--- src/rtl/rls_pkg.sv ---
package rls_pkg;
  typedef enum logic [1:0] {
    E_FREE   = 2'd0,
    E_WAIT   = 2'd1,
    E_READY  = 2'd2,
    E_FLIGHT = 2'd3
  } ent_state_e;
endpackage

--- src/rtl/rls_entry.sv ---
module rls_entry
  import rls_pkg::*;
#(
  parameter int TAG_W = 6,
  parameter int MID_W = 3,
  parameter int DELAY = 4,
  parameter int CNT_W = 3
) (
  input  logic             clk_i,
  input  logic             rst_ni,
  input  logic             alloc_i,
  input  logic [TAG_W-1:0] alloc_tag_i,
  input  logic [MID_W-1:0] alloc_mid_i,
  input  logic             refill_valid_i,
  input  logic [MID_W-1:0] refill_mid_i,
  input  logic             fire_i,
  input  logic             resp_i,
  input  logic             resp_hit_i,
  input  logic [MID_W-1:0] resp_mid_i,
  output logic             busy_o,
  output logic             ready_o,
  output logic [TAG_W-1:0] tag_o
);
  ent_state_e       state_q;
  logic [CNT_W-1:0] cnt_q;
  logic [TAG_W-1:0] tag_q;
  logic [MID_W-1:0] mid_q;
  logic             wake;

  // refill and expiry collapse into one transition
  assign wake = (refill_valid_i && refill_mid_i == mid_q) || cnt_q <= CNT_W'(1);

  always_ff @(posedge clk_i or negedge rst_ni) begin
    if (!rst_ni) begin
      state_q <= E_FREE;
      cnt_q   <= '0;
      tag_q   <= '0;
      mid_q   <= '0;
    end else begin
      unique case (state_q)
        E_FREE: if (alloc_i) begin
          state_q <= E_WAIT;
          cnt_q   <= CNT_W'(DELAY);
          tag_q   <= alloc_tag_i;
          mid_q   <= alloc_mid_i;
        end
        E_WAIT: begin
          if (wake) state_q <= E_READY;
          else      cnt_q   <= cnt_q - CNT_W'(1);
        end
        E_READY: if (fire_i) state_q <= E_FLIGHT;
        E_FLIGHT: if (resp_i) begin
          if (resp_hit_i) begin
            state_q <= E_FREE;
          end else begin
            state_q <= E_WAIT;
            cnt_q   <= CNT_W'(DELAY);
            mid_q   <= resp_mid_i;
          end
        end
        default: state_q <= E_FREE;
      endcase
    end
  end

  assign busy_o  = state_q != E_FREE;
  assign ready_o = state_q == E_READY;
  assign tag_o   = tag_q;
endmodule

--- src/rtl/rls_age_arb.sv ---
module rls_age_arb #(
  parameter int N_ENT = 4,
  parameter int IDX_W = 2
) (
  input  logic             clk_i,
  input  logic             rst_ni,
  input  logic             alloc_i,
  input  logic [IDX_W-1:0] alloc_idx_i,
  input  logic [N_ENT-1:0] busy_i,
  input  logic [N_ENT-1:0] req_i,
  output logic [N_ENT-1:0] gnt_oh_o
);
  // older_q[i][j] set: entry j was enqueued before entry i
  logic [N_ENT-1:0] older_q [N_ENT];

  always_ff @(posedge clk_i or negedge rst_ni) begin
    if (!rst_ni) begin
      for (int i = 0; i < N_ENT; i++) older_q[i] <= '0;
    end else if (alloc_i) begin
      for (int i = 0; i < N_ENT; i++) begin
        if (alloc_idx_i == IDX_W'(i)) older_q[i] <= busy_i;
        else                          older_q[i][alloc_idx_i] <= 1'b0;
      end
    end
  end

  for (genvar g = 0; g < N_ENT; g++) begin : g_sel
    assign gnt_oh_o[g] = req_i[g] && ((req_i & older_q[g]) == '0);
  end
endmodule

--- src/rtl/rls_s0_arb.sv ---
module rls_s0_arb #(
  parameter int N_SRC = 3
) (
  input  logic             replay_req_i,
  input  logic             s0_ready_i,
  input  logic [N_SRC-1:0] other_req_i,
  output logic [N_SRC-1:0] other_gnt_o,
  output logic             replay_fire_o
);
  logic taken;

  always_comb begin
    other_gnt_o = '0;
    taken       = replay_req_i || !s0_ready_i;
    for (int i = 0; i < N_SRC; i++) begin
      if (other_req_i[i] && !taken) begin
        other_gnt_o[i] = 1'b1;
        taken          = 1'b1;
      end
    end
  end

  assign replay_fire_o = replay_req_i && s0_ready_i;
endmodule

--- src/rtl/rls_unc_buf.sv ---
module rls_unc_buf #(
  parameter int TAG_W  = 6,
  parameter int DATA_W = 64
) (
  input  logic              clk_i,
  input  logic              rst_ni,
  input  logic              in_valid_i,
  input  logic [TAG_W-1:0]  in_tag_i,
  input  logic [DATA_W-1:0] in_data_i,
  output logic              in_ready_o,
  output logic              out_valid_o,
  output logic [TAG_W-1:0]  out_tag_o,
  output logic [DATA_W-1:0] out_data_o,
  input  logic              out_ready_i
);
  logic              vld_q;
  logic [TAG_W-1:0]  tag_q;
  logic [DATA_W-1:0] data_q;

  always_ff @(posedge clk_i or negedge rst_ni) begin
    if (!rst_ni) begin
      vld_q  <= 1'b0;
      tag_q  <= '0;
      data_q <= '0;
    end else if (!vld_q) begin
      if (in_valid_i) begin
        vld_q  <= 1'b1;
        tag_q  <= in_tag_i;
        data_q <= in_data_i;
      end
    end else if (out_ready_i) begin
      vld_q <= 1'b0;
    end
  end

  assign in_ready_o  = !vld_q;
  assign out_valid_o = vld_q;
  assign out_tag_o   = tag_q;
  assign out_data_o  = data_q;
endmodule

--- src/rtl/rls_replay_sched.sv ---
module rls_replay_sched #(
  parameter int N_ENT  = 4,
  parameter int TAG_W  = 6,
  parameter int MID_W  = 3,
  parameter int DATA_W = 64,
  parameter int DELAY  = 4,
  parameter int N_SRC  = 3
) (
  input  logic                     clk_i,
  input  logic                     rst_ni,
  input  logic                     enq_valid_i,
  input  logic [TAG_W-1:0]         enq_tag_i,
  input  logic [MID_W-1:0]         enq_miss_id_i,
  output logic                     enq_ready_o,
  input  logic                     refill_valid_i,
  input  logic [MID_W-1:0]         refill_miss_id_i,
  input  logic                     s0_ready_i,
  input  logic [N_SRC-1:0]         s0_other_req_i,
  output logic [N_SRC-1:0]         s0_other_gnt_o,
  output logic                     replay_valid_o,
  output logic [$clog2(N_ENT)-1:0] replay_idx_o,
  output logic [TAG_W-1:0]         replay_tag_o,
  input  logic                     resp_valid_i,
  input  logic [$clog2(N_ENT)-1:0] resp_idx_i,
  input  logic                     resp_hit_i,
  input  logic [MID_W-1:0]         resp_miss_id_i,
  input  logic                     unc_valid_i,
  input  logic [TAG_W-1:0]         unc_tag_i,
  input  logic [DATA_W-1:0]        unc_data_i,
  output logic                     unc_ready_o,
  output logic                     wb0_valid_o,
  output logic [TAG_W-1:0]         wb0_tag_o,
  output logic [DATA_W-1:0]        wb0_data_o,
  input  logic                     wb0_ready_i,
  output logic                     wb1_valid_o,
  output logic [TAG_W-1:0]         wb1_tag_o,
  output logic [DATA_W-1:0]        wb1_data_o
);
  localparam int IDX_W = $clog2(N_ENT);
  localparam int CNT_W = $clog2(DELAY + 1);

  logic [N_ENT-1:0] busy, ready, gnt_oh;
  logic [TAG_W-1:0] ent_tag [N_ENT];
  logic [IDX_W-1:0] free_idx, gnt_idx;
  logic             free_found, alloc, replay_fire;

  always_comb begin
    free_idx   = '0;
    free_found = 1'b0;
    for (int i = 0; i < N_ENT; i++) begin
      if (!busy[i] && !free_found) begin
        free_idx   = IDX_W'(i);
        free_found = 1'b1;
      end
    end
  end

  assign enq_ready_o = free_found;
  assign alloc       = enq_valid_i && free_found;

  for (genvar g = 0; g < N_ENT; g++) begin : g_ent
    rls_entry #(
      .TAG_W(TAG_W), .MID_W(MID_W), .DELAY(DELAY), .CNT_W(CNT_W)
    ) u_ent (
      .clk_i          (clk_i),
      .rst_ni         (rst_ni),
      .alloc_i        (alloc && free_idx == IDX_W'(g)),
      .alloc_tag_i    (enq_tag_i),
      .alloc_mid_i    (enq_miss_id_i),
      .refill_valid_i (refill_valid_i),
      .refill_mid_i   (refill_miss_id_i),
      .fire_i         (replay_fire && gnt_oh[g]),
      .resp_i         (resp_valid_i && resp_idx_i == IDX_W'(g)),
      .resp_hit_i     (resp_hit_i),
      .resp_mid_i     (resp_miss_id_i),
      .busy_o         (busy[g]),
      .ready_o        (ready[g]),
      .tag_o          (ent_tag[g])
    );
  end

  rls_age_arb #(.N_ENT(N_ENT), .IDX_W(IDX_W)) u_age (
    .clk_i       (clk_i),
    .rst_ni      (rst_ni),
    .alloc_i     (alloc),
    .alloc_idx_i (free_idx),
    .busy_i      (busy),
    .req_i       (ready),
    .gnt_oh_o    (gnt_oh)
  );

  always_comb begin
    gnt_idx = '0;
    for (int i = 0; i < N_ENT; i++) if (gnt_oh[i]) gnt_idx = IDX_W'(i);
  end

  assign replay_valid_o = |ready;
  assign replay_idx_o   = gnt_idx;
  assign replay_tag_o   = ent_tag[gnt_idx];

  rls_s0_arb #(.N_SRC(N_SRC)) u_s0 (
    .replay_req_i  (replay_valid_o),
    .s0_ready_i    (s0_ready_i),
    .other_req_i   (s0_other_req_i),
    .other_gnt_o   (s0_other_gnt_o),
    .replay_fire_o (replay_fire)
  );

  rls_unc_buf #(.TAG_W(TAG_W), .DATA_W(DATA_W)) u_unc (
    .clk_i       (clk_i),
    .rst_ni      (rst_ni),
    .in_valid_i  (unc_valid_i),
    .in_tag_i    (unc_tag_i),
    .in_data_i   (unc_data_i),
    .in_ready_o  (unc_ready_o),
    .out_valid_o (wb0_valid_o),
    .out_tag_o   (wb0_tag_o),
    .out_data_o  (wb0_data_o),
    .out_ready_i (wb0_ready_i)
  );

  assign wb1_valid_o = 1'b0;
  assign wb1_tag_o   = '0;
  assign wb1_data_o  = '0;
endmodule

--- config.mk ---
export PLATFORM = sky130hd
export DESIGN_NAME = rls_replay_sched
export DESIGN_NICKNAME = d
export VERILOG_FILES = /design/src/rtl/rls_pkg.sv /design/src/rtl/rls_entry.sv /design/src/rtl/rls_age_arb.sv /design/src/rtl/rls_s0_arb.sv /design/src/rtl/rls_unc_buf.sv /design/src/rtl/rls_replay_sched.sv
export SDC_FILE = /design/constraint.sdc
export NUM_CORES = 1
export LEC_CHECK = 0
export ABC_AREA = 1
export BUFFER_PORTS_ARGS = -buffer_cell sky130_fd_sc_hd__buf_2
export CAP_MARGIN = 25
export CORE_UTILIZATION = 35
export CTS_CLUSTER_SIZE = 12
export DETAILED_ROUTE_END_ITERATION = 16
export SLEW_MARGIN = 30
export SYNTH_ARGS = -nofsm -noshare
export SYNTH_HDL_FRONTEND = slang
export SYNTH_SLANG_ARGS = --single-unit
--- constraint.sdc ---
create_clock -name clk_i -period 2.31 [get_ports clk_i]
set_input_delay 0.462 -clock clk_i [delete_from_list [all_inputs] [get_ports clk_i]]
set_output_delay 0.462 -clock clk_i [all_outputs]
set_load 0.02 [all_outputs]
==> results.txt, run 1 <==
* Worst slack at placement: -0.02281 ns
* Largest incremental delay on the critical path: 0.44 ns
* Fin crit share: 111.9%
- The area growth from synthesis to layout is 26.28%.
- Count of boundary I/O pins: 255
* Min Tclk post-route: 2.585 ns
* Worst Hold Slack: 0.03573 ns
* Number of port buffers: approximately 180
- For met2 alone, demand over resource in global routing was 27.94%.
- Via-to-Cell Ratio: 4.478
* Setup repair after global routing missed its margin: true
- Counting distinct cell types in the post-synthesis netlist gives 36.
- The run finished, with violations left.
- 0 antenna diodes ended up in the layout.
- Die X: 148.8 µm
* Worst path slowest cell: sky130_fd_sc_hd__dfrtp_2
* Net load switching power: ~4.4 mW
* Number of antenna violations at the first check in global routing: 0
- Flip-flop and latch count after synthesis: 143
- Of the total power, combinational logic draws 43.2%.
- By startpoint and endpoint, the worst setup path is classified as flop to output pin.
- Along the worst path, the maximum fanout reaches 6.
- The congestion estimate from routability-driven global placement came to 0.8246.
- In the routed design, unresolved DRC markers number 0.
* Total buffers and inverters traversed by the critical path: 3
- The startpoint identified for the worst register-to-register timing path is g_ent[2].u_ent.state_q[0].
- Sorting the synthesized cells by how often they occur yields sky130_fd_sc_hd__nand2_1 (159), sky130_fd_sc_hd__dfrtp_1 (143), sky130_fd_sc_hd__inv_1 (84), sky130_fd_sc_hd__buf_4 (72), sky130_fd_sc_hd__mux2_2 (70).
* All-Layer GR Usage: 16.14%
- For the pin with the worst max-slew slack, the measured transition is 0.5093 ns.
* Area enclosed by the die boundary: 22,140 µm²
- The final layout contains ~1,100 nets.
- Switching fraction of total power: 40.37%
- Dominant cell type by area after synthesis: sky130_fd_sc_hd__dfrtp_1
- Height of the die: ~150 µm
* Smallest setup slack after layout: -0.2752 ns
* Relative contribution of the clock network to total power: 24.1%
* Highest attainable clock frequency: around 0.39 GHz
* Total wire length after detailed routing: 17.34 mm
- Starting density of the core: between 30% and 40%
- The first detailed-routing pass took 4 iterations.
* Maximum VDD drop: approximately 0.67 mV
- Sequential cells burn 32.7% of the power.
- The longest clock path from root to sink contains 2 buffers.
* Number of standard cells after synthesis: 801
- Broken down by cell family, the worst path's largest delay share belongs to buffers and inverters.
- Arrival time reported for the critical path endpoint: roughly 2.1 ns
- For this block, the initial DRC count from the detailed router was 330.
* Area fraction of the dominant cell type after synthesis: 47.45%
- Hold_buf cts: 0
* Setup Viol. Count Final: 7
- The signal on the critical path passes through ha_4 > nand2_1 > nand4_1 > buf_4 > nand2_4 > buf_6 > a21oi_1 > o21ai_1 > nand2_1 > buf_6.
* Clock slew at the register clock pins of the worst setup and hold paths: 0.06 ns
* Flip-flop and latch area: about 3600 µm²
- After global routing the overflow that remains totals 0.
- Via count of the first global-routing pass: ~5,700
* Count of final max-slew check failures: 0
* Setup Skew: 0.008208 ns
- Area of the core region: 21,090 µm²
* Global route hottest layer: met2
- Dividing total power by cell area gives a power density of approximately 1200 nW/µm².
* Met3 capacity usage during global routing: 4.190%
- TritonCTS sink count: around 140
- Path class of the lowest-slack min-delay path: primary input to asynchronous set/reset pin
- Static Leak: 4.827 nW
- After detailed placement, the total cell area comes to 8625 µm².
- Flip-flop cell with the highest count after synthesis: sky130_fd_sc_hd__dfrtp_1
- Largest cells by area after synthesis: sky130_fd_sc_hd__dfrtp_1 (47%), sky130_fd_sc_hd__mux2_2 (10%), sky130_fd_sc_hd__nand2_1 (7.9%), sky130_fd_sc_hd__buf_4 (7.2%), sky130_fd_sc_hd__ha_1 (4.5%)
- Footprint of the multi-input gates: ~3400 µm²
- Number of buffers inserted during clock tree synthesis: 17
- Worst Path Required: about 1.9 ns
- Total internal power: 6.548 mW
- Pin count of the biggest net entering global routing: 77
- The clock reaches the later pin of the worst-skew pair after approximately 0.42 ns.
* Setup crit end kind: output pin
- Share of synthesized registers carrying an async set or reset: 100.0%
- Global routing consumed, on the met1 layer, 19.00% of the routing resources.
- Most used standard cell by instance count after synthesis: sky130_fd_sc_hd__nand2_1
- The routed layout has 5,844 vias.
* Wire length of the first global-routing pass: ~28 mm
- Setup slack on the worst flop-to-flop path: 0.25 ns
- Count of antenna-violating nets left after detailed routing: 0
- Startpoint kind of the worst setup timing path: flop
- The synthesized netlist occupies a cell area of 7542 µm².
* Average footprint of a synthesized cell: 9.416 µm²
* Failing checks: negative setup slack
* Endpoints failing hold: 0
- Layout filler cell count: 2,026
- Clock tree from TritonCTS: yes
- For this run, the register share of the synthesized area comes to 47.45%.
* EDFF count, synth: 0
- Depth of the worst register-to-register path: 15
- Fraction of layout instances using a drive strength above 1: 37.28%
- The tool flagged a number of max-cap violations equal to 0.
- Max-slew headroom at the worst pin: around two thirds
- Once placement completed, the tool counted placed cells totaling 1,258.
* Clock root cell: sky130_fd_sc_hd__clkbuf_16
* Detailed placement HPWL: roughly 12 mm
- The Yosys step of the flow raised 0 warnings.
* Number of core rows: 53
- Routed wire length per instance: 13.28 µm
- After routing the design area is 9524 µm².
* CTS H-tree depth: 4
- The worst register-to-register path ends at g_ent[3].u_ent.cnt_q[2].
* Post-layout instance count excluding filler cells: 1,305
## cell families after synthesis
kind of cell,count (synthesis),share of synthesized area (%)
muxes,70,10.45
and+or+nand+nor,255,14.73
adders and majority gates,27,4.479
DFF,143,47.45
buffers and inverters,178,12.72
other,1,0.04972
xor gates and xnor gates,8,0.9290
AOI/OAI and AO/OA,119,9.191
## per-stage QoR
step | total power [mW] | utilization (%) | TNS (ns)
3_3_place_gp | 7.858 | 40.90 | 0
2_1_floorplan | 6.658 | - | 0
3_5_place_dp | 7.902 | 40.90 | -0.06401
6_report | 10.98 | 45.16 | -1.756
4_1_cts | 10.97 | 44.80 | -1.502
5_1_grt | 11.80 | 45.16 | -2.482
## state kept, by name, indices dropped and copies added (netlist names), named ones only
signal / count
u_unc.out_valid_o: 1
u_unc.out_data_o: 64
g_ent.u_ent.tag_o: 24
g_ent.u_ent.state_q: 8
u_unc.out_tag_o: 6
u_age.older_q: 12
g_ent.u_ent.mid_q: 12
g_ent.u_ent.cnt_q: 12
## final cells by class
class / instances / area share, %
sequential: 143 / 37.59
clock inverter: 14 / 1.274
tap: 275 / 3.613
timing repair buffer: 215 / 13.37
inverter: 88 / 3.468
clock buffer: 18 / 4.611
multi-input combinational: 552 / 36.07
## worst register-to-register path, cell delays in order (launching register included)
cell and delay [ns]:
sky130_fd_sc_hd__dfrtp_1 0.36, sky130_fd_sc_hd__inv_2 0.06, sky130_fd_sc_hd__buf_4 0.12, sky130_fd_sc_hd__buf_4 0.13
sky130_fd_sc_hd__ha_2 0.22, sky130_fd_sc_hd__inv_1 0.09, sky130_fd_sc_hd__buf_4 0.13, sky130_fd_sc_hd__nand3_2 0.11
sky130_fd_sc_hd__inv_2 0.07, sky130_fd_sc_hd__nand2_2 0.06, sky130_fd_sc_hd__nand2_1 0.08, sky130_fd_sc_hd__nand2_1 0.08
sky130_fd_sc_hd__nor2_2 0.19, sky130_fd_sc_hd__nand2_1 0.13, sky130_fd_sc_hd__nand2_1 0.09, sky130_fd_sc_hd__nand2_1 0.05
## power groups by stage
stage          Combinational (mW)  Clock, mW  Sequential, mW
4_1_cts                      4.68       2.69            3.59
3_5_place_dp                 4.29          0            3.61
6_report                     4.75       2.64            3.59
3_3_place_gp                 4.27          0            3.59
2_1_floorplan                2.73          0            3.93
5_1_grt                      5.29       2.82            3.69
## placed cells by master, fill, tap and decap left out, types with 17 or more instances in the layout
| cell type | Yosys | routed |
|---|---|---|
| sky130_fd_sc_hd__nor2_1 | 41 | 36 |
| sky130_fd_sc_hd__nand3_1 | 21 | 19 |
| sky130_fd_sc_hd__clkbuf_16 | 0 | 17 |
| sky130_fd_sc_hd__nand2_1 | 159 | 153 |
| sky130_fd_sc_hd__mux2_2 | 70 | 70 |
| sky130_fd_sc_hd__dfrtp_1 | 143 | 142 |
| sky130_fd_sc_hd__o21ai_0 | 60 | 54 |
| sky130_fd_sc_hd__inv_1 | 84 | 77 |
| sky130_fd_sc_hd__buf_2 | 10 | 172 |
| sky130_fd_sc_hd__ha_1 | 27 | 21 |
| sky130_fd_sc_hd__buf_4 | 72 | 26 |
| sky130_fd_sc_hd__conb_1 | 1 | 71 |
| sky130_fd_sc_hd__a21oi_1 | 26 | 24 |
## worst max-delay path by stage
| stage | startpoint | depth (start not counted) | slack [ns] | to |
|---|---|---|---|---|
| finish | g_ent[3].u_ent.state_q[1] | 10 | -0.28 | replay_tag_o[1] |
| global route | g_ent[2].u_ent.state_q[0] | 12 | -0.38 | replay_tag_o[2] |
| CTS | g_ent[2].u_ent.state_q[0] | 10 | -0.24 | replay_tag_o[0] |
| detailed placement | g_ent[2].u_ent.state_q[0] | 11 | -0.02 | replay_tag_o[0] |
| global placement | g_ent[2].u_ent.state_q[0] | 11 | 0.04 | replay_tag_o[0] |
| floorplan | g_ent[2].u_ent.state_q[0] | 10 | 0.19 | replay_tag_o[2] |
## per-layer routing
layer / share of wire, % / vias to the layer above
met4: 1.8 / 0
met1: 42 / 2737
met3: 6.0 / 29
li1: - / 2884
met2: 50 / 194
met5: 0 / -
## timing repair
action	CTS	global route
pin swaps	12	4
cloned	3	0
buffers inserted	7	5
setup endpoints to repair	12	12
gates resized for setup	57	15
Power figures use the tool's default switching activity.
==> run 2, diff against run 1 <==
- ABC_AREA: 1 -> not set
- GPL_TIMING_DRIVEN: not set -> 1
==> results.txt, run 2 <==
- The run finished, with violations left.
- The final reports fail on negative setup slack.
- Routed wire length per instance: 15.67 µm
- Area fraction of the dominant cell type after synthesis: 47.62%
- The detailed router finished its first iteration with 270 violations.
* Area Overhead vs Synth: 32.60%
* Setup Skew: 0.009863 ns
* Crit-path cells: ha_4 > a22o_4 > a2111o_2 > nor2_2 > a211oi_2 > a21o_1 > buf_6
* Final sum of negative setup slack: -3.579 ns
* Count of antenna-violating nets left after detailed routing: 0
* Yosys warns: 0
- Wire length of the first global-routing pass: 29.97 mm
- Total wire length after detailed routing: 19.20 mm
- Along the worst path, the maximum fanout reaches 7.
- Static Leak: 4.754 nW
- In this run the cell area of the synthesized design comes to between 7000 and 8000 µm².
- All-Layer GR Usage: 17.69%
- Average footprint of a synthesized cell: 10.84 µm²
* Unique masters post-synth: 64
- Total power consumption of the routed design: 13.85 mW
- At the end of routability-driven placement, the weighted congestion stood at 0.9265.
- The number of antenna diodes in the final layout is 0.
* Net load switching power: roughly 5.5 mW
- Maximum VDD drop: a little under 0.6 mV
* Standard cell area after detailed placement: a little under 9000 µm²
- Fill cells in the final layout number just under 2,000.
- STA classifies the critical path endpoint as an output pin.
* Die X: 148.5 µm
- Via count of the first global-routing pass: approximately 5,800
- Flip-flop and latch count after synthesis: 143
* Highest attainable clock frequency: 0.3704 GHz
- Detailed placement HPWL: 14.10 mm
- Sequential share of the synthesized area: 47.62%
- Family with the most delay on the worst path: compound AO/OA/AOI/OAI gates
* Min Tclk post-route: 2.700 ns
- Buffers inserted during clock tree synthesis total 17.
- Count of boundary I/O pins: 255
- Counting flops with an async set or reset pin after synthesis yields a share of 100.0%.
- Max-cap violations in this run came to 0.
- Timing analysis after detailed placement gives a worst setup slack of -0.06234 ns.
* Pin count of the biggest net entering global routing: 53
* Kind of critical path: flop to output pin
- The worst path uses 116.9% of the clock period.
- The commonest cells after synthesis are sky130_fd_sc_hd__dfrtp_1 (143), sky130_fd_sc_hd__mux2_2 (88), sky130_fd_sc_hd__buf_4 (72), sky130_fd_sc_hd__nor2_1 (53), sky130_fd_sc_hd__nand2_1 (50).
* Part of the power in combinational logic: between 50 and 60%
- Most used standard cell by instance count after synthesis: sky130_fd_sc_hd__dfrtp_1
- Summing all multi-input logic gate instances after layout gives 3742 µm².
- Flip-flop and latch area: 3578 µm²
- Data arrives at the worst endpoint at 2.24 ns.
- Leading cell type in the layout, fill and taps excluded: sky130_fd_sc_hd__buf_2
- Number of standard cells after synthesis: 693
- Area of the core region: 21,020 µm²
* Fraction of layout instances using a drive strength above 1: a little under half
- Once the floorplan was initialized, standard cells occupied 35.75% of the core.
* Worst Hold Slack: 0.2190 ns
- Setup repair after global routing missed its margin: true
- Setup Viol. Count Final: 13
- Clock tree from TritonCTS: yes
* Worst Path Required: 1.85 ns
- Skew-Pair Late Insertion Delay: roughly 0.41 ns
* Number of port buffers: 183
* Count of final max-slew check failures: 0
- Across all setup checks in the final design, the least slack found is -0.3895 ns.
- Per report_power, the sequential group accounts for 28.7% of the total.
- Largest register FFs: 64
- STA classifies the critical path startpoint as a flop.
- Via-to-Cell Ratio: ~4.8
- The share of total power dissipated in the clock network is 19.5%.
- Yosys mapped a number of flops with a built-in enable equal to 0.
* Most frequent cells in the layout: sky130_fd_sc_hd__buf_2 (173), sky130_fd_sc_hd__dfrtp_1 (143), sky130_fd_sc_hd__mux2_2 (88)
- In this run the power density over the cells is 1390 nW/µm².
- Number of antenna violations at the first check in global routing: 0
* Detailed Routing Iterations Pass 1: 5
- The path class of the tightest hold or removal check is primary input to flop.
* Flip-flop cell with the highest count after synthesis: sky130_fd_sc_hd__dfrtp_1
- After detailed routing, the number of remaining DRC violations is 0.
- TritonCTS sink count: 143
- For this run, the share of the core covered by cells in the final layout is 47.40%.
- Detailed routing inserted a total of roughly 5,800 vias.
- Height of the die: 148.5 µm
- Post-layout instance count excluding filler cells: between 1,000 and 1,500
- The largest total area in the synthesized netlist belongs to sky130_fd_sc_hd__dfrtp_1.
- Largest buffer count on any clock path: 2
- In this run the core area contains 53 standard-cell rows.
- Summing all non-filler instances in the final layout gives an area of 9965 µm².
- Clock root cell: sky130_fd_sc_hd__clkbuf_16
- Sorting the synthesized cells by area gives the leading types as sky130_fd_sc_hd__dfrtp_1 (48%), sky130_fd_sc_hd__mux2_2 (13%), sky130_fd_sc_hd__buf_4 (7.2%), sky130_fd_sc_hd__ha_1 (4.5%), sky130_fd_sc_hd__nor2_1 (2.6%).
- After clock tree synthesis, the clock-pin slew on the worst setup and hold paths is 0.06 ns.
- Worst path slowest cell: sky130_fd_sc_hd__a2111o_2
- Global routing finished with a remaining overflow of 0.
- Including well taps, the total number of placed cells is 1,175.
- The die covers ~22,000 µm².
- Total internal power: roughly 8.4 mW
* CTS H-tree depth: 4
* Endpoints failing hold: 0
* Largest incremental delay on the critical path: between 0.4 and 0.5 ns
* Final nets: 1,063
- Net switching is 39.44% of the power.
* Total buffers and inverters traversed by the critical path: 1
run 2: cell types whose count changed after synthesis, sizes merged, moves of 10 or more:
cell    change
a21o       +10
a21oi      -12
clkbuf     +17
inv        -59
mux2       +18
nand2     -117
nand3      -11
o21ai      -46
o22ai      +10
run 2: area by class of cell:
| cell class | count | share of cell area [%] |
|---|---|---|
| Sequential cell | 143 | 35.91 |
| Tap cell | 275 | 3.453 |
| Inverter | 29 | 1.143 |
| Clock buffer | 20 | 4.583 |
| Clock inverter | 12 | 1.243 |
| Timing Repair Buffer | 252 | 16.11 |
| Multi-Input combinational cell | 494 | 37.56 |
run 2: cells by family after synthesis:
kind of cell             count (synthesis)  share of synthesized area, %
AND/OR/NAND/NOR                        157                         9.907
buffers and inverters                  127                         9.957
other                                    1                       0.04990
multiplexers                            97                         14.39
XOR/XNOR                                12                         1.399
adder cells (fa/ha/maj)                 27                         4.495
AO/OA/AOI/OAI                          129                         12.19
flip-flops                             143                         47.62
run 2: worst paths after layout:
path	start	to	slack, ns	cells after the start
min reg2reg	g_ent[3].u_ent.tag_o[0]	g_ent[3].u_ent.tag_o[0]	0.48	2
max in group asynchronous	rst_ni	u_age.older_q[11]	1.09	3
min in group asynchronous	rst_ni	u_unc.out_data_o[35]	0.55	2
max	g_ent[0].u_ent.state_q[1]	replay_tag_o[0]	-0.39	7
max reg2reg	g_ent[0].u_ent.state_q[1]	g_ent[3].u_ent.state_q[0]	0.01	9
min	wb0_ready_i	u_unc.out_valid_o	0.22	2
run 2: worst register-to-register path, stage by stage (launching register included):
cell	delay [ns]
sky130_fd_sc_hd__dfrtp_1	0.41
sky130_fd_sc_hd__buf_6	0.12
sky130_fd_sc_hd__buf_6	0.09
sky130_fd_sc_hd__inv_4	0.04
sky130_fd_sc_hd__ha_4	0.16
sky130_fd_sc_hd__buf_6	0.11
sky130_fd_sc_hd__or4b_4	0.53
sky130_fd_sc_hd__a22o_1	0.22
sky130_fd_sc_hd__a221o_1	0.33
sky130_fd_sc_hd__o22a_2	0.20
run 2: power by group through the flow:
stage / registers, mW / logic (mW) / clock network [mW]
5_1_grt: 4.09 / 7.83 / 2.88
4_1_cts: 3.95 / 6.65 / 2.78
6_report: 3.98 / 7.17 / 2.71
3_3_place_gp: 3.95 / 6.07 / 0
3_5_place_dp: 3.95 / 6.15 / 0
2_1_floorplan: 4.22 / 3.79 / 0
run 2: metal layers:
metal  vias to the layer above  GRT usage (%)  routed length, µm
li1                       2782              -                  -
met1                      2822          21.05               7974
met2                       208          29.91               9570
met3                        25          5.092               1214
met4                         0          7.113                440
met5                         -              0                  0
run 2: what timing repair did:
action,CTS,global route
pin swaps,22,24
hold buffers,1,0
endpoints found under the hold margin,27,0
gates cloned,1,1
gates resized for setup,43,51
endpoints found under the setup margin,13,26
buffers inserted,7,10
==> run 3, diff against run 2 <==
- GPL_TIMING_DRIVEN: 1 -> 0
==> results.txt, run 3 (synthesized netlist as in run 2, its figures left out) <==
- The tree is rooted in a sky130_fd_sc_hd__clkbuf_16.
- Skew-Pair Late Insertion Delay: 0.42 ns
- The finished cells cover 9986 µm².
- The count of final hold-check violations came to 3.
- Core occupancy in the finished layout: 47.50%
- For the final routed database, the setup TNS stands at -3.308 ns.
* Wire length of the first global-routing pass: just over 30 mm
- Setup violations remaining at the end of the flow were counted as 11.
- During placement, the flow inserted port buffers numbering 180.
- Kind of critical path: flop to output pin
- Via count of the first global-routing pass: 5,791
- In the post-route analysis, the smallest setup slack over all paths is -0.4145 ns.
* Worst Hold Slack: -0.005867 ns
- Maximum VDD drop: 0.5082 mV
- For the pin with the worst max-slew slack, the measured transition is 0.6615 ns.
- STA puts the critical path data required time at 1.85 ns.
- Total power consumption of the routed design: 13.10 mW
- The number of antenna diodes in the final layout is 0.
* Most frequent cells in the layout: sky130_fd_sc_hd__buf_2 (175), sky130_fd_sc_hd__dfrtp_1 (139), sky130_fd_sc_hd__buf_4 (89)
* Count of boundary I/O pins: 255
* DRC violation count after routing: 0
- CTS H-tree depth: 4
* Number of core rows: 53
* Post-layout instance count excluding filler cells: 1,261
* Pin count of the biggest net entering global routing: 77
* Min Tclk post-route: between 2 and 3 ns
- Height of the die: 148.5 µm
* Max-slew headroom at the worst pin: 54.76%
- Once the floorplan was initialized, standard cells occupied between 30% and 40% of the core.
- Number of cells after detailed placement: 1,219
- Leading cell type in the layout, fill and taps excluded: sky130_fd_sc_hd__buf_2
- TritonCTS built the clock tree.
- Number of buffers inserted during clock tree synthesis: 17
- STA puts the critical path data arrival time at roughly 2.3 ns.
- Crit Reg-Reg Startpoint: g_ent[2].u_ent.state_q[1]
* Routed wire length per instance: 15.12 µm
- Count of final max-slew check failures: 0
* Failing checks: negative hold slack, negative setup slack
- For this run, the total global-route usage over all layers was measured as 17.94%.
- Number of antenna violations at the first check in global routing: 0
- At the end of routability-driven placement, the weighted congestion stood at a little over 0.8.
- Area enclosed by the die boundary: 22,060 µm²
- GR Overflow Total: 0
- Tracing the worst setup path back leads to its startpoint at g_ent[3].u_ent.state_q[1].
- Count of antenna-violating nets left after detailed routing: 0
* Worst slack at placement: -0.5950 ns
- The run finished, with violations left.
- After legalization and detailed placement, the total HPWL measured 13.98 mm.
* Initial detailed-routing violation count: 266
* Area Overhead vs Synth: 32.88%
- Using the TritonRoute via totals, the vias-per-cell ratio works out to 4.646.
- Clock slew at the register clock pins of the worst setup and hold paths: about 0.07 ns
* Highest fanout seen on the critical path: 6
- Largest register FFs: 64
* Detailed Routing Iterations Pass 1: 4
- STA classifies the critical path startpoint as a flop.
* Final nets: 1,099
- Detailed-route via count: 5,858
- Setup repair after global routing could not meet its margin everywhere.
- The floorplan step set the die width to 148.5 µm.
- No sink is reached through more buffers than the 2 on the longest clock path.
* Pwr dens: 1312 nW/µm²
- Dividing the final minimum period by the clock period gives 117.9%.
* Static Leak: slightly below 5 nW
* Area of the core region: 21,020 µm²
- Setup crit end kind: output pin
- Total wire length after detailed routing: 19.07 mm
- Standard cell area after detailed placement: about 9100 µm²
* Hold_buf cts: 0
* Highest attainable clock frequency: about 0.37 GHz
* Fraction of layout instances using a drive strength above 1: a little under half
* Maxcap violations: 0
* Setup Skew: 0.009686 ns
- Path class of the lowest-slack min-delay path: primary input to asynchronous set/reset pin
- TritonCTS sink count: about 140
==> run 3: cell types whose count changed in the layout (fill, tap and decap cells not counted), moves of 5 or more <==
cell                       change
sky130_fd_sc_hd__clkbuf_1     +13
sky130_fd_sc_hd__buf_6        -14
sky130_fd_sc_hd__buf_12        -5
sky130_fd_sc_hd__buf_4        +34
==> run 3: final timing paths <==
path / to / slack (ns) / cells after the start
worst max-delay path: replay_tag_o[5] / -0.41 / 7
worst min-delay path: u_unc.out_data_o[35] / -0.006 / 1
worst max register to register: g_ent[3].u_ent.state_q[0] / 0.08 / 8
worst min register to register: g_ent[3].u_ent.tag_o[2] / 0.48 / 2
max in group asynchronous: g_ent[0].u_ent.state_q[1] / 1.51 / 2
min in group clk_i: u_unc.out_valid_o / 0.24 / 2
==> run 3: routing by layer <==
| metal | routed length, µm | up-vias | global-route usage [%] |
|---|---|---|---|
| met2 | 9370 | 233 | 30.07 |
| met4 | 270 | 0 | 5.258 |
| met5 | 0 | - | 0 |
| met1 | 7883 | 2766 | 21.80 |
| met3 | 1542 | 17 | 5.951 |
| li1 | - | 2842 | - |
==> run 3: where the power goes <==
part | switching [mW] | leakage, nW | internal [mW] | total, mW
logic | 3.49 | 2.92 | 2.81 | 6.31
registers | 0.579 | 1.68 | 3.38 | 3.96
clock network | 1.20 | 0.291 | 1.63 | 2.83
==> run 3: cell type report <==
cell class | instances | area (µm²)
buffer | 94 | 664.4
clock buffer | 17 | 425.4
clock inverter | 15 | 175.2
fill | 2000 | 11040
inverter | 29 | 108.9
multi-input combinational | 493 | 3617
sequential | 143 | 3583
tap | 275 | 344.1
timing repair buffer | 195 | 1067
==> run 3: worst max-delay path: stages, from the launching register on <==
cell and delay (ns):
sky130_fd_sc_hd__dfrtp_2 0.45, sky130_fd_sc_hd__ha_4 0.21, sky130_fd_sc_hd__a22o_1 0.21, sky130_fd_sc_hd__a2111o_1 0.33, sky130_fd_sc_hd__clkbuf_8 0.18, sky130_fd_sc_hd__a211oi_4 0.23, sky130_fd_sc_hd__a21o_1 0.13, sky130_fd_sc_hd__buf_6 0.11
==> run 3: what timing repair did <==
action / 4_1_cts / 5_1_grt
buffers inserted: 11 / 2
gates cloned: 1 / 0
pin swaps: 3 / 2
resized for setup: 55 / 17
endpoints found under the setup margin: 37 / 45
